`config.mk`:
```
export PLATFORM = sky130hd
export DESIGN_NAME = refcap_unit
export DESIGN_NICKNAME = d
export VERILOG_FILES = /design/src/rtl/refcap_pkg.sv /design/src/rtl/refcap_counter.sv /design/src/rtl/refcap_seq.sv /design/src/rtl/refcap_hold.sv /design/src/rtl/refcap_unit.sv
export SDC_FILE = /design/constraint.sdc
export NUM_CORES = 1
export LEC_CHECK = 0
export BUFFER_PORTS_ARGS = -buffer_cell sky130_fd_sc_hd__buf_2
export CORE_MARGIN = 1.5
export CORE_UTILIZATION = 55
export DETAILED_ROUTE_END_ITERATION = 8
export GPL_ROUTABILITY_DRIVEN = 0
export PLACE_DENSITY = 0.76
export REMOVE_ABC_BUFFERS = 1
export SYNTH_ARGS = -nofsm -noshare
export SYNTH_HDL_FRONTEND = slang
export SYNTH_SLANG_ARGS = --single-unit
```
`constraint.sdc`:
```
create_clock -name clk -period 6.7 [get_ports clk]
set_input_delay 1.34 -clock clk [delete_from_list [all_inputs] [get_ports clk]]
set_output_delay 1.34 -clock clk [all_outputs]
set_load 0.005 [all_outputs]
```
`src/rtl/refcap_pkg.sv`:
```
package refcap_pkg;
  localparam int unsigned REF_W = 24;

  typedef enum logic [1:0] {
    SEQ_WAIT_FIRST  = 2'd0,
    SEQ_WAIT_SECOND = 2'd1,
    SEQ_DONE        = 2'd2
  } seq_state_t;
endpackage

```
`src/rtl/refcap_counter.sv`:
```
module refcap_counter #(
  parameter int unsigned W = 24
) (
  input  logic         clk,
  input  logic         rst_n,
  input  logic         step_en,
  input  logic         step_dir,
  input  logic         index_pulse,
  output logic [W-1:0] count,
  output logic         count_zero
);
  localparam logic [W-1:0] ONE = W'(1);

  always_ff @(posedge clk) begin
    if (!rst_n)           count <= '0;
    else if (index_pulse) count <= '0;
    else if (step_en)     count <= step_dir ? count + ONE : count - ONE;
  end

  assign count_zero = (count == '0);

  assert_index_zeroes_R2: assert property (@(posedge clk) disable iff (!rst_n)
    index_pulse |=> (count == '0));

  assert_idle_holds_R1: assert property (@(posedge clk) disable iff (!rst_n)
    (!index_pulse && !step_en) |=> $stable(count));
endmodule

```
`src/rtl/refcap_seq.sv`:
```
module refcap_seq
  import refcap_pkg::*;
(
  input  logic       clk,
  input  logic       rst_n,
  input  logic       index_pulse,
  input  logic       zero_cmd,
  input  logic       count_zero,
  output logic       capture,
  output seq_state_t state
);
  seq_state_t state_nx;

  always_comb begin
    capture  = (state == SEQ_WAIT_SECOND) && index_pulse && !count_zero && !zero_cmd;
    state_nx = state;
    if (zero_cmd) begin
      state_nx = index_pulse ? SEQ_WAIT_SECOND : SEQ_WAIT_FIRST;
    end else begin
      case (state)
        SEQ_WAIT_FIRST:  if (index_pulse) state_nx = SEQ_WAIT_SECOND;
        SEQ_WAIT_SECOND: if (capture)     state_nx = SEQ_DONE;
        default:         state_nx = SEQ_DONE;
      endcase
    end
  end

  always_ff @(posedge clk) begin
    if (!rst_n) state <= SEQ_WAIT_FIRST;
    else        state <= state_nx;
  end

  assert_done_sticky_R9: assert property (@(posedge clk) disable iff (!rst_n)
    (state == SEQ_DONE && !zero_cmd) |=> (state == SEQ_DONE));

  assert_first_no_capture_R3: assert property (@(posedge clk) disable iff (!rst_n)
    (state == SEQ_WAIT_FIRST) |-> !capture);

  assert_same_mark_R5: assert property (@(posedge clk) disable iff (!rst_n)
    (state == SEQ_WAIT_SECOND && count_zero) |-> !capture);
endmodule

```
`src/rtl/refcap_hold.sv`:
```
module refcap_hold #(
  parameter int unsigned W = 24
) (
  input  logic         clk,
  input  logic         rst_n,
  input  logic         capture,
  input  logic [W-1:0] count,
  input  logic         zero_cmd,
  input  logic         main_rst_req,
  output logic [W-1:0] ref_value,
  output logic         ref_valid,
  output logic         main_clr
);
  always_ff @(posedge clk) begin
    if (!rst_n) begin
      ref_value <= '0;
      ref_valid <= 1'b0;
      main_clr  <= 1'b0;
    end else begin
      main_clr <= capture;
      if (capture) begin
        ref_value <= count;
        ref_valid <= 1'b1;
      end else if (zero_cmd || main_rst_req) begin
        ref_valid <= 1'b0;
      end
    end
  end

  assert_ref_only_on_capture_R8: assert property (@(posedge clk) disable iff (!rst_n)
    !capture |=> $stable(ref_value));

  assert_clr_single_R6: assert property (@(posedge clk) disable iff (!rst_n)
    main_clr |=> !main_clr);

  assert_valid_fall_cause_R7: assert property (@(posedge clk) disable iff (!rst_n)
    $fell(ref_valid) |-> $past(zero_cmd || main_rst_req));
endmodule

```
`src/rtl/refcap_unit.sv`:
```
module refcap_unit
  import refcap_pkg::*;
#(
  parameter int unsigned W = REF_W
) (
  input  logic         clk,
  input  logic         rst_n,
  input  logic         step_en,
  input  logic         step_dir,
  input  logic         index_pulse,
  input  logic         zero_cmd,
  input  logic         main_rst_req,
  output logic [W-1:0] ref_value,
  output logic         ref_valid,
  output logic         main_clr
);
  logic [W-1:0] count;
  logic         count_zero;
  logic         capture;
  seq_state_t   state;

  refcap_counter #(.W(W)) u_cnt (
    .clk(clk), .rst_n(rst_n), .step_en(step_en), .step_dir(step_dir),
    .index_pulse(index_pulse), .count(count), .count_zero(count_zero)
  );

  refcap_seq u_seq (
    .clk(clk), .rst_n(rst_n), .index_pulse(index_pulse), .zero_cmd(zero_cmd),
    .count_zero(count_zero), .capture(capture), .state(state)
  );

  refcap_hold #(.W(W)) u_hold (
    .clk(clk), .rst_n(rst_n), .capture(capture), .count(count),
    .zero_cmd(zero_cmd), .main_rst_req(main_rst_req),
    .ref_value(ref_value), .ref_valid(ref_valid), .main_clr(main_clr)
  );

  assert_valid_rise_on_index_R4: assert property (@(posedge clk) disable iff (!rst_n)
    $rose(ref_valid) |-> $past(index_pulse));

  assert_clr_with_valid_R6: assert property (@(posedge clk) disable iff (!rst_n)
    main_clr |-> ref_valid);
endmodule

```
# Word level (Yosys, flattened, before mapping)
# Cells that the tools add are included.
[totals]
register_bits = 52
wordCells = 30
output_inout_bits = 26
input_bits = 7
[op_classes]
eq_ne = 3
add_sub_neg = 2
bitwise = 1
n_mux = 8
reduce_logical = 11
[op_table]
columns = ["operator", "n"]
rows = [
  ["$add A24 B1 Y24 const B", 1],
  ["$logic_not A24 Y1", 1],
  ["$mux W24", 1],
  ["$sub A24 B1 Y24 const B", 1],
  ["$mux W2", 3],
  ["$pmux W2 S2", 1],
  ["$logic_and A1 B1 Y1", 3],
  ["$mux W1", 3],
  ["$ne A3 B2 Y1 const B", 1],
  ["$ne A3 B3 Y1 const B", 1],
  ["$eq A2 B1 Y1 const B", 1],
  ["$logic_not A1 Y1", 2],
  ["$logic_not A2 Y1", 1],
  ["$reduce_and A2 Y1", 1],
  ["$reduce_bool A2 Y1", 1],
  ["$reduce_or A2 Y1", 1],
  ["$logic_or A1 B1 Y1", 1],
  ["$not A1 Y1", 1],
]

# Logic depth before layout (Yosys ltp)
[logic_depth]
ltp_word = 7
mapped_depth = 10
ltp_nobuf = 9

# Modules after synthesis
# A second synthesis with hierarchy kept.
[hier_totals]
cells_unflattened = 355
hier_area_um2 = 3221.8
[by_module_without_submodules]
columns = ["module", "cells_each", "seq_area_each_um2", "area_per_inst_um2", "instances"]
rows = [
  ["refcap_counter", 264, 480.5, 2145.8, 1],
  ["refcap_hold", 82, 520.5, 991.0, 1],
  ["refcap_seq", 9, 40.0, 85.1, 1],
]

# Least setup slack after synthesis
# No wires, ideal clock.
[synth_path]
kind = "input-to-reg"
start = "in step_dir"
end = "reg u_cnt.count[22]"
required_ps = 6575
n_path_buf = 0
arrival_ps = 3516
setup_time_ps = 125
setup_slack_ps = 3059
cell_stages = 9
path_cell_list = "inv_1 -> ha_1 -> a21o_1 -> a221o_2 -> a31oi_4 -> o31ai_2 -> a31oi_1 -> xor2_1 -> o21ai_1"
[synth_between]
elab_chain_cells = 1
[synth_rtl]
columns = ["element", "line_no", "source"]
rows = [
  ["start: declaration", "refcap_unit.sv:9", "input logic step_dir,"],
  ["$mux W24", "refcap_counter.sv:17", "else if (step_en) count <= step_dir ? count + ONE : count - ONE;"],
  ["end signal: assignment", "refcap_counter.sv:17", ""],
  ["end: declaration", "refcap_counter.sv:9", "output logic [W-1:0] count,"],
]
# No other way between the ends.
# A chain may end at the register's enable or synchronous reset.

# Final worst setup path
[layout_path]
start = "in step_dir"
end = "reg u_cnt.count[23]"
# The elaborated chain is that of the path after synthesis.

==> summary.md <==
| Metric | Value |
|---|---|
| Result of the run | `complete, no violations` |
| Final Setup Violations | `0` |
| Mapped Cells | `339` |
| Hold Path Class | `reg -> reg` |
| H-tree level count | `2` |
| Clock Tree Buf Depth | `2` |
| CTS Hold Bufs | `0` |
| Combined global-route utilization of all metal layers | `23.1%` |
| Number of setup buffers added after CTS | `0` |
| Proportion of power drawn by flip-flops and latches | `46.5%` |
| Placed cell count | `426` |
| Placement Rows | `26` |
| Clock Power Share | `35.6%` |
| Endpoints failing hold | `0` |
| Gate power share | `17.9%` |
| Max_slew headroom | `40.4%` |
| Core footprint | `0.00517 mm2` |
| Remaining antenna violation count | `0` |
| DIE WIDTH | `76.7 um` |
| Sum of net half-perimeters after detailed placement | `4.55 mm` |
| Syn Std Cell Area | `0.00299 mm2` |
| Cts bufs inserted | `5` |
| Cell at the root of the clock tree | `sky130_fd_sc_hd__clkbuf_8` |
| Count of cell types in the netlist | `46` |
| Count of input and output buffers | `32` |
| Non-Filler Instances | `433` |
| NetSw | `0.187 mW` |
| Number of search-and-repair iterations in the first detailed-routing pass | `4` |
| Largest net degree at the start of global routing | `28` |
| Worst setup path class | `in -> reg` |
| Critical path data arrival time | `3.97 ns` |
| Wire length of the first global-routing pass | `11.1 mm` |
| Antenna violations before repair | `0` |
| Internal | `0.518 mW` |
| Worst IR drop on VDD | `136 uV` |
| Post-layout net count | `393` |
| Critical Path End Type | `flop` |
| Min-Delay Path Depth | `2` |
| Worst reg-to-reg setup slack | `4.22 ns` |
| Design area | `0.00330 mm2` |
| Fill cell count | `452` |
| Max_cap viols | `0` |
| RSZ-0062 raised after global routing | `false` |
| Share of final-layout standard cells stronger than drive strength 1 | `12.9%` |
| Total congestion overflow after global routing | `0` |
| Area growth from synthesis to layout | `10.4%` |
| Clock-pin slew on the worst setup and hold paths | `0.09 ns` |
| Average routed wire per standard cell | `14.6 um` |
| Worst setup SP type | `primary input` |
| Count of vias placed by the detailed router | `2501` |
| Depth of the most critical reg-to-reg path | `7` |
| Count of flip-flops with a built-in enable after synthesis | `0` |
| Number of DRC markers in iteration 0 | `136` |
| Area of the die | `0.00588 mm2` |
| Total I/O pin count | `33` |
| Count of warnings emitted by yosys | `0` |
| Peak fanout along the critical path | `24` |
| Number of synthesized register bits | `52` |
| Crit path time final | `3.80 ns` |
| Via-to-Cell Ratio | `5.78` |
| Worst-case clock skew | `0.00475 ns` |
| Clk_lat worst skew | `0.31 ns` |
| Proportion of register bits with asynchronous set or reset after synthesis | `0%` |
| Number of resized instances in the post-cts repair step | `0` |
| WP data required | `6.87 ns` |
| Post-Place Cell Area | `0.00317 mm2` |
| Vias in the first global route | `2422` |
| Syn_area_per_cell | `8.81 um2` |
| Wire length reported by the detailed router | `6.33 mm` |
| Leakage power | `1.62 nW` |
| Total Negative Setup Slacks | `0 ns` |
| Maximum achievable frequency | `263 MHz` |
| Number of sinks handled by clock tree synthesis | `52` |
| Starting Density | `57.7%` |
| Proportion of synthesized chip area in sequential cells | `34.9%` |
| TritonCTS clock tree | `done` |
| Power density over cell area | `214 mW/mm2` |
| Fraction of the cycle the final worst path needs | `56.8%` |
| Net Sw Frac | `26.5%` |
| Number of remaining DRC errors | `0` |
| Final slew viol count | `0` |
| Slew at the pin closest to its max-slew limit | `0.894 ns` |
| Overall die height | `76.7 um` |
| Top FF cell, synth | `sky130_fd_sc_hd__dfxtp_1` |
| Inserted Diodes | `0` |
kinds of logic (layout without fill, tap and decap cells):
family,after synthesis,after routing,share of synthesized area (%)
AOI/OAI and AO/OA,76,76,17.2
xor gates and xnor gates,24,24,7.04
adders and majority gates,23,23,9.89
buffers and inverters,23,47,3.35
DFF,52,52,34.9
muxes,35,35,11.7
and+or+nand+nor,106,106,15.9
critical path, cell delays in order:
cell	delay, ns
sky130_fd_sc_hd__buf_2	0.11
sky130_fd_sc_hd__inv_1	0.64
sky130_fd_sc_hd__ha_1	0.41
sky130_fd_sc_hd__a21o_1	0.19
sky130_fd_sc_hd__o21bai_1	0.23
sky130_fd_sc_hd__o211ai_1	0.29
sky130_fd_sc_hd__nand3_1	0.20
sky130_fd_sc_hd__a211oi_1	0.33
sky130_fd_sc_hd__o21a_1	0.17
sky130_fd_sc_hd__nor3_1	0.04
cells in the mapped netlist (all sizes together), types with 5 or more instances:
library cell  number  area (um2)
clkbuf             8        30.0
nor4               7        43.8
ha                22         275
xor2               8        70.1
a31oi              9        71.3
dfxtp             52        1040
nor2              49         184
o211ai             6        45.0
a21o              10        76.3
xnor2             16         140
nor3               6        30.0
inv                6        22.5
mux2i             35         350
o21ai             17        85.1
buf                8        43.8
a21oi             16        80.1
nand2             23        86.3
nand3              5        25.0
state kept, by name, summed over array words and instances (netlist names):
signal,flops
u_cnt.count,24
u_hold.main_clr,1
u_hold.ref_valid,1
u_hold.ref_value,24
u_seq.state,2
power groups by stage:
stage	logic (mW)	clock network, mW	registers, mW
6_report	0.126	0.251	0.327
5_1_grt	0.141	0.267	0.329
4_1_cts	0.126	0.256	0.327
3_5_place_dp	0.124	0	0.335
3_3_place_gp	0.123	0	0.334
2_1_floorplan	0.0983	0	0.332
layout make-up:
class	count	area, um2	share of cell area, %
flip-flops and latches	52	1040	31.6
clock inverters	2	60.1	1.82
multi-input cells	264	1850	56.0
inverters	7	26.3	0.797
clock buffers	5	68.8	2.09
well taps	70	87.6	2.66
repair buffers	33	168	5.09
per-layer routing:
metal	global-route usage, %	part of all wire [%]	up-vias
met1	28.7	48	1171
met3	3.81	3.0	14
met4	10.7	2.2	0
met5	0	0	-
li1	-	-	1267
met2	39.1	47	49
stage by stage:
step                      worst slack, ns  utilization [%]  total power, mW  hold WS (ns)
after floorplan                      3.07                -            0.430         0.453
final                                2.90             63.7            0.705         0.456
after CTS                            2.89             63.7            0.709         0.462
after global routing                 2.64             63.7            0.737         0.481
after detailed placement             2.58             61.2            0.459         0.449
after global placement               2.69             61.2            0.457         0.441
final timing paths:
check / from / to
worst max-delay path: step_dir / u_cnt.count[23]
worst min-delay path: u_hold.ref_valid / u_hold.ref_valid
worst max register to register: u_cnt.count[7] / u_hold.ref_value[14]
worst min register to register: u_hold.ref_valid / u_hold.ref_valid
placed cells by master, fill, tap and decap left out, types with 6 or more instances in the layout:
master	n
sky130_fd_sc_hd__mux2i_1	35
sky130_fd_sc_hd__a21o_1	9
sky130_fd_sc_hd__nor2_1	49
sky130_fd_sc_hd__nor3_1	6
sky130_fd_sc_hd__dfxtp_1	52
sky130_fd_sc_hd__o211ai_1	6
sky130_fd_sc_hd__xnor2_1	16
sky130_fd_sc_hd__ha_1	22
sky130_fd_sc_hd__inv_1	6
sky130_fd_sc_hd__a21oi_1	16
sky130_fd_sc_hd__buf_2	32
sky130_fd_sc_hd__xor2_1	8
sky130_fd_sc_hd__nand2_1	23
sky130_fd_sc_hd__o21ai_0	15
sky130_fd_sc_hd__a31oi_1	8
sky130_fd_sc_hd__nor4_1	7
Power figures use the tool's default switching activity.
